## src/rtl/tmr_pkg.sv

```systemverilog
package tmr_pkg;

    // Byte offsets of the channel registers
    localparam int OFS_CLEAR  = 'h00;
    localparam int OFS_START  = 'h04;
    localparam int OFS_STOP   = 'h08;
    localparam int OFS_MODE   = 'h0C;
    localparam int OFS_STATUS = 'h10;
    localparam int OFS_COUNT  = 'h14;
    localparam int OFS_TERM   = 'h18;
    localparam int OFS_IE     = 'h1C;
    localparam int OFS_ACK    = 'h20;

    // Bit of the acknowledge write that clears the pending flag
    localparam int ACK_BIT    = 7;

    // Run codes reported in the status word
    localparam logic [3:0] RUN_CODE_IDLE   = 4'd1;
    localparam logic [3:0] RUN_CODE_ACTIVE = 4'd2;

    typedef enum logic [0:0] {
        TS_IDLE   = 1'b0,
        TS_ACTIVE = 1'b1
    } tmr_state_e;

    // One-hot decoded write commands
    typedef struct packed {
        logic clr;
        logic start;
        logic stop;
        logic mode_wr;
        logic term_wr;
        logic ie_wr;
        logic ack;
    } tmr_cmd_t;

endpackage

```

## src/rtl/tmr_regdec.sv

```systemverilog
module tmr_regdec
    import tmr_pkg::*;
#(
    parameter int ADDR_W = 8
) (
    input  logic              wr_en,
    input  logic [ADDR_W-1:0] addr,
    output tmr_cmd_t          cmd
);

    localparam logic [ADDR_W-1:0] A_CLEAR = ADDR_W'(OFS_CLEAR);
    localparam logic [ADDR_W-1:0] A_START = ADDR_W'(OFS_START);
    localparam logic [ADDR_W-1:0] A_STOP  = ADDR_W'(OFS_STOP);
    localparam logic [ADDR_W-1:0] A_MODE  = ADDR_W'(OFS_MODE);
    localparam logic [ADDR_W-1:0] A_TERM  = ADDR_W'(OFS_TERM);
    localparam logic [ADDR_W-1:0] A_IE    = ADDR_W'(OFS_IE);
    localparam logic [ADDR_W-1:0] A_ACK   = ADDR_W'(OFS_ACK);

    always_comb begin
        cmd         = '0;
        cmd.clr     = wr_en && (addr == A_CLEAR);
        cmd.start   = wr_en && (addr == A_START);
        cmd.stop    = wr_en && (addr == A_STOP);
        cmd.mode_wr = wr_en && (addr == A_MODE);
        cmd.term_wr = wr_en && (addr == A_TERM);
        cmd.ie_wr   = wr_en && (addr == A_IE);
        cmd.ack     = wr_en && (addr == A_ACK);
    end

endmodule

```

## src/rtl/tmr_cfg.sv

```systemverilog
module tmr_cfg
    import tmr_pkg::*;
#(
    parameter int                DATA_W   = 32,
    parameter logic [DATA_W-1:0] TC_RESET = '1
) (
    input  logic              clk,
    input  logic              rst_n,
    input  tmr_cmd_t          cmd,
    input  logic [DATA_W-1:0] wdata,
    output logic [DATA_W-1:0] term_q,
    output logic              mode_os,
    output logic              ie_q
);

    always_ff @(posedge clk or negedge rst_n) begin
        if (!rst_n) begin
            term_q <= TC_RESET;
        end else if (cmd.term_wr) begin
            term_q <= wdata;
        end
    end

    always_ff @(posedge clk or negedge rst_n) begin
        if (!rst_n) begin
            mode_os <= 1'b0;
        end else if (cmd.mode_wr) begin
            mode_os <= wdata[0];
        end
    end

    always_ff @(posedge clk or negedge rst_n) begin
        if (!rst_n) begin
            ie_q <= 1'b0;
        end else if (cmd.ie_wr) begin
            ie_q <= wdata[0];
        end
    end

endmodule

```

## src/rtl/tmr_fsm_ctr.sv

```systemverilog
module tmr_fsm_ctr
    import tmr_pkg::*;
#(
    parameter int DATA_W = 32
) (
    input  logic              clk,
    input  logic              rst_n,
    input  tmr_cmd_t          cmd,
    input  logic              tick_en,
    input  logic              mode_os,
    input  logic [DATA_W-1:0] term_q,
    output tmr_state_e        state_q,
    output logic [DATA_W-1:0] count_q,
    output logic              hit,
    output logic              active,
    output logic [3:0]        run_code
);

    tmr_state_e        state_d;
    logic              step;
    logic              at_term;
    logic [DATA_W-1:0] count_d;

    // A counting edge: running, ticked, and not overridden by a command
    assign step    = (state_q == TS_ACTIVE) && tick_en && !cmd.stop && !cmd.clr;
    assign at_term = (count_q == term_q);
    assign hit     = step && at_term;

    // Next-state logic: START, STOP, CLEAR, EXPIRE
    always_comb begin
        state_d = state_q;
        unique case (state_q)
            TS_IDLE: begin
                if (cmd.start) begin
                    state_d = TS_ACTIVE;          // START
                end
            end
            TS_ACTIVE: begin
                if (cmd.clr || cmd.stop) begin
                    state_d = TS_IDLE;            // CLEAR or STOP
                end else if (hit && mode_os) begin
                    state_d = TS_IDLE;            // EXPIRE
                end
            end
            default: state_d = TS_IDLE;
        endcase
    end

    // State register
    always_ff @(posedge clk or negedge rst_n) begin
        if (!rst_n) begin
            state_q <= TS_IDLE;
        end else begin
            state_q <= state_d;
        end
    end

    // Count next value
    always_comb begin
        count_d = count_q;
        if (cmd.clr) begin
            count_d = '0;
        end else if (step) begin
            if (at_term) begin
                count_d = mode_os ? count_q : '0;
            end else begin
                count_d = count_q + DATA_W'(1);
            end
        end
    end

    always_ff @(posedge clk or negedge rst_n) begin
        if (!rst_n) begin
            count_q <= '0;
        end else begin
            count_q <= count_d;
        end
    end

    // Outputs decoded from the state
    always_comb begin
        unique case (state_q)
            TS_ACTIVE: begin
                active   = 1'b1;
                run_code = RUN_CODE_ACTIVE;
            end
            default: begin
                active   = 1'b0;
                run_code = RUN_CODE_IDLE;
            end
        endcase
    end

endmodule

```

## src/rtl/tmr_pend.sv

```systemverilog
module tmr_pend
    import tmr_pkg::*;
(
    input  logic     clk,
    input  logic     rst_n,
    input  tmr_cmd_t cmd,
    input  logic     ack_bit,
    input  logic     hit,
    output logic     pend_q
);

    // Priority: clear command, then a new match, then acknowledge
    always_ff @(posedge clk or negedge rst_n) begin
        if (!rst_n) begin
            pend_q <= 1'b0;
        end else if (cmd.clr) begin
            pend_q <= 1'b0;
        end else if (hit) begin
            pend_q <= 1'b1;
        end else if (cmd.ack && ack_bit) begin
            pend_q <= 1'b0;
        end
    end

endmodule

```

## src/rtl/tmr_channel.sv

```systemverilog
module tmr_channel
    import tmr_pkg::*;
#(
    parameter int                ADDR_W   = 8,
    parameter int                DATA_W   = 32,
    parameter logic [DATA_W-1:0] TC_RESET = '1
) (
    input  logic              clk,
    input  logic              rst_n,
    input  logic              tick_en,
    input  logic              wr_en,
    input  logic [ADDR_W-1:0] addr,
    input  logic [DATA_W-1:0] wdata,
    output logic [DATA_W-1:0] rdata,
    output logic              irq
);

    localparam int STAT_USED = 8;
    localparam logic [ADDR_W-1:0] A_STATUS = ADDR_W'(OFS_STATUS);
    localparam logic [ADDR_W-1:0] A_COUNT  = ADDR_W'(OFS_COUNT);
    localparam logic [ADDR_W-1:0] A_TERM   = ADDR_W'(OFS_TERM);

    tmr_cmd_t          cmd;
    tmr_state_e        state_q;
    logic [DATA_W-1:0] count_q;
    logic [DATA_W-1:0] tc_q;
    logic              mode_os;
    logic              ie_q;
    logic              pend_q;
    logic              hit;
    logic              active;
    logic [3:0]        run_code;
    logic [DATA_W-1:0] status_w;

    tmr_regdec #(.ADDR_W(ADDR_W)) u_dec (
        .wr_en (wr_en),
        .addr  (addr),
        .cmd   (cmd)
    );

    tmr_cfg #(.DATA_W(DATA_W), .TC_RESET(TC_RESET)) u_cfg (
        .clk     (clk),
        .rst_n   (rst_n),
        .cmd     (cmd),
        .wdata   (wdata),
        .term_q  (tc_q),
        .mode_os (mode_os),
        .ie_q    (ie_q)
    );

    tmr_fsm_ctr #(.DATA_W(DATA_W)) u_fsm (
        .clk      (clk),
        .rst_n    (rst_n),
        .cmd      (cmd),
        .tick_en  (tick_en),
        .mode_os  (mode_os),
        .term_q   (tc_q),
        .state_q  (state_q),
        .count_q  (count_q),
        .hit      (hit),
        .active   (active),
        .run_code (run_code)
    );

    tmr_pend u_pend (
        .clk     (clk),
        .rst_n   (rst_n),
        .cmd     (cmd),
        .ack_bit (wdata[ACK_BIT]),
        .hit     (hit),
        .pend_q  (pend_q)
    );

    assign status_w = {{(DATA_W-STAT_USED){1'b0}}, pend_q, ie_q, mode_os, active, run_code};

    always_comb begin
        unique case (addr)
            A_STATUS: rdata = status_w;
            A_COUNT:  rdata = count_q;
            A_TERM:   rdata = tc_q;
            default:  rdata = '0;
        endcase
    end

    assign irq = pend_q && ie_q;

endmodule

```

## config.mk

```make
export PLATFORM = sky130hd
export DESIGN_NAME = tmr_channel
export DESIGN_NICKNAME = d
export VERILOG_FILES = /design/src/rtl/tmr_pkg.sv /design/src/rtl/tmr_regdec.sv /design/src/rtl/tmr_cfg.sv /design/src/rtl/tmr_fsm_ctr.sv /design/src/rtl/tmr_pend.sv /design/src/rtl/tmr_channel.sv
export SDC_FILE = /design/constraint.sdc
export NUM_CORES = 1
export LEC_CHECK = 0
export BUFFER_PORTS_ARGS = -buffer_cell sky130_fd_sc_hd__buf_2
export CORE_MARGIN = 4
export CORE_UTILIZATION = 54
export DETAILED_ROUTE_END_ITERATION = 16
export GPL_ROUTABILITY_DRIVEN = 0
export GPL_TIMING_DRIVEN = 0
export PLACE_DENSITY = 0.78
export SLEW_MARGIN = 0
export SYNTH_ARGS = -nofsm -noshare
export SYNTH_HDL_FRONTEND = slang
export SYNTH_SLANG_ARGS = --single-unit
export TNS_END_PERCENT = 10
```

## constraint.sdc

```tcl
create_clock -name clk -period 3.2 [get_ports clk]
set_clock_uncertainty 0.05 [all_clocks]
set_input_delay 0.48 -clock clk [delete_from_list [all_inputs] [get_ports clk]]
set_output_delay 0.48 -clock clk [all_outputs]
set_load 0.01 [all_outputs]
```

==> impl_metrics.yaml <==
outcome:
  status: "finished clean"
logic_synthesis:
  syn_inst: 429
  synthAdderAreaFrac_pct: 0.296
  synth-edff-count: 0
  yosys_register_bits: 68
  synth-xor-area-share_pct: 6.64
  syn-num-nets: 474
  synth_cell_types: 55
  yosys.area_share.simple_pct: 19.8
  synth_top_family_by_area: "simple AND/OR/NAND/NOR gates"
  ys_seq_area_share_pct: 41.2
  avgSynthCellArea_um2: 9.84
  async_flop_share_pct: 100
  synth_compound_area_share_pct: 16.1
  dominantRegCellSynth: "dfrtp_1"
  ys_warn_count: 0
  synthMuxAreaShare_pct: 10.7
  syn_area_mm2: 0.00422
clock_network:
  htreeDepth: 3
  insertion_delay_ns: 0.36
  cts-root-buf: "clkbuf_8"
  cts_setup_buffers: 0
  ctsHoldBuffers: 0
  cts_max_path_buffers: 2
  numCtsBuffers: 9
  cts_tree: "built"
  cts.clk_slew.worst_paths_ns: 0.08
  cts_resized: 0
  cts.sinks: 68
global_route:
  grt_pass1_wl_um: 19100
  antenna_found_initial: 0
  overflow: 0
  grt_use_total_pct: 27.3
  grt_max_degree: 69
  grt_pass1_vias: 3755
cells_and_area:
  seqCellArea_mm2: 0.00174
  stdcell_count: 620
  nets: 561
  n_antenna_cell: 0
  final_area_mm2: 0.00497
  drive_above_1_share_pct: 34.5
  multiInputGateArea_mm2: 0.00226
  n_fill_cell: 633
  area_delta_synth_final_pct: 17.6
sta:
  clock.fmax_ghz: 0.337
  finalHoldViolCount: 0
  slew_headroom_pct: 43.0
  rsz0062_at_grt: "no"
  period_share_pct: 92.6
  slew_viol_final: 0
  worst_slew_pin_slew_ns: 0.855
  setup_viol: 0
  min_period_ns: 2.96
  hold_slack_ns: 0.193
  setup_tns_ns: 0
worst_setup_path:
  worstPathArrival_ns: 3.19
  rr_endpoint: "u_fsm.count_q[0]"
  critical_path_class: "reg -> reg"
  worst_setup_path_start_kind: "flop"
  crit_path_max_fanout: 10
  reg2reg_from: "u_fsm.count_q[9]"
  worstSetupEndpointType: "flop"
  reg2reg_setup_slack_ns: 0.24
  reg2regPathDepth: 8
  cp.required_ns: 3.43
power_and_ir_drop:
  power_frac_seq_pct: 45.6
  comb_power_share_pct: 16.5
  p_sw_w: 0.000645
  peakVddDrop_v: 0.000290
  p_int_w: 0.00158
  clkPwrFrac_pct: 38.0
  power.leakage_nw: 2.43
  power_density_mw_per_mm2: 449
  sw_frac_of_total_pct: 29.0
routing:
  routed_wirelength_um: 11900
  drc_errors: 0
  dr.pass1.iters: 6
  vias: 3823
  detail_route.wl_per_cell_um: 19.1
  vias_per_cell: 6.17
  drt_iter0_markers: 435
  ant_nets: 0
floorplanning:
  fp.dieH_um: 96.4
  rows: 31
  die_w_um: 96.4
  io_pins: 77
  die_area_mm2: 0.00930
  initial_utilization_pct: 57.0
  coreArea_mm2: 0.00741
place:
  dpl.cell_count: 604
  postPlaceCellArea_mm2: 0.00473
  hpwl_um: 8430
  io_buffers: 76
flow_run:
  maxCapViolations: 0
min_path:
  min_path_type: "in -> async"
-- cell usage after synthesis, types with 7 or more instances --
| cell type | number | area [µm²] |
|---|---|---|
| a21oi_1 | 7 | 35.0 |
| a22o_1 | 27 | 236 |
| buf_2 | 7 | 35.0 |
| clkbuf_1 | 19 | 71.3 |
| dfrtp_1 | 36 | 901 |
| dfstp_2 | 32 | 841 |
| inv_1 | 8 | 30.0 |
| mux2_2 | 34 | 383 |
| mux2i_1 | 7 | 70.1 |
| nand2_1 | 51 | 191 |
| nand3_1 | 19 | 95.1 |
| nand4_1 | 11 | 68.8 |
| nor2_1 | 17 | 63.8 |
| nor3_1 | 12 | 60.1 |
| nor4_1 | 12 | 75.1 |
| o21ai_0 | 12 | 60.1 |
| xor2_1 | 32 | 280 |
-- metal layers --
metal,vias to the layer above,GRT usage (%),wire length (µm)
li1,1752,-,-
met1,1815,36.9,4750
met2,215,43.0,5510
met3,41,5.58,1200
met4,0,11.0,416
met5,-,0,0
-- registers in the layout (all words and copies together) (netlist names) --
register       flops
u_cfg.term_q      32
u_fsm.count_q     32
u_cfg.mode_os      1
u_fsm.state_q      1
u_pend.pend_q      1
u_cfg.ie_q         1
-- per-stage QoR --
stage | setup WS, ns | power (W) | util [%]
after floorplan | 0.765 | 0.00124 | -
after global routing | 0.0748 | 0.00232 | 67.0
after CTS | 0.311 | 0.00222 | 67.0
after global placement | 0.389 | 0.00137 | 63.8
after detailed placement | 0.334 | 0.00139 | 63.8
final | 0.236 | 0.00223 | 67.0
-- worst max path at each step --
stage,startpoint,end,cells after the start
3_5_place_dp,u_fsm.count_q[9],u_fsm.count_q[0],8
4_1_cts,u_fsm.count_q[9],u_fsm.count_q[0],8
5_1_grt,addr[5],rdata[4],9
3_3_place_gp,addr[5],rdata[13],8
6_report,u_fsm.count_q[9],u_fsm.count_q[0],8
2_1_floorplan,addr[4],u_fsm.count_q[29],5
-- cell type report --
type,count,share of cell area (%)
clock inverters,3,1.36
flip-flops and latches,68,35.1
clock buffers,13,3.40
multi-input cells,319,45.5
plain buffers,34,3.83
repair buffers,76,7.71
well taps,99,2.49
inverters,8,0.605
-- worst max-delay path, stage by stage (launching register included) --
cell and delay [ns]:
dfrtp_1 0.36, clkbuf_1 0.19, xor2_1 0.21, nor4_1 0.55
nand2_1 0.22, o41ai_4 0.76, buf_2 0.37, nand2_1 0.08
o21ai_1 0.09
-- cells by family after synthesis --
group	Yosys count
and+or+nand+nor	160
AOI/OAI and AO/OA	85
DFF	68
buffers and inverters	42
muxes	41
xor gates and xnor gates	32
adders and majority gates	1
-- power by group through the flow --
stage          Combinational (W)  Sequential (W)  Clock, W
3_3_place_gp            0.000346         0.00102         0
6_report                0.000367         0.00102  0.000847
5_1_grt                 0.000402         0.00102  0.000895
2_1_floorplan           0.000234         0.00100         0
4_1_cts                 0.000361         0.00101  0.000847
3_5_place_dp            0.000360         0.00103         0
-- layout by cell type, fill, tap and decap left out, types with 7 or more instances in the layout --
master    instances
a21oi_1           7
a22o_1           27
buf_2            82
clkbuf_1         20
clkbuf_8         13
dfrtp_1          36
dfstp_2          32
inv_1             8
mux2_2           34
mux2i_1           7
nand2_1          51
nand3_1          19
nand4_1          11
nor2_1           17
nor3_1           12
nor4_1           12
o21ai_0          12
xor2_1           32
Power figures use the tool's default switching activity.
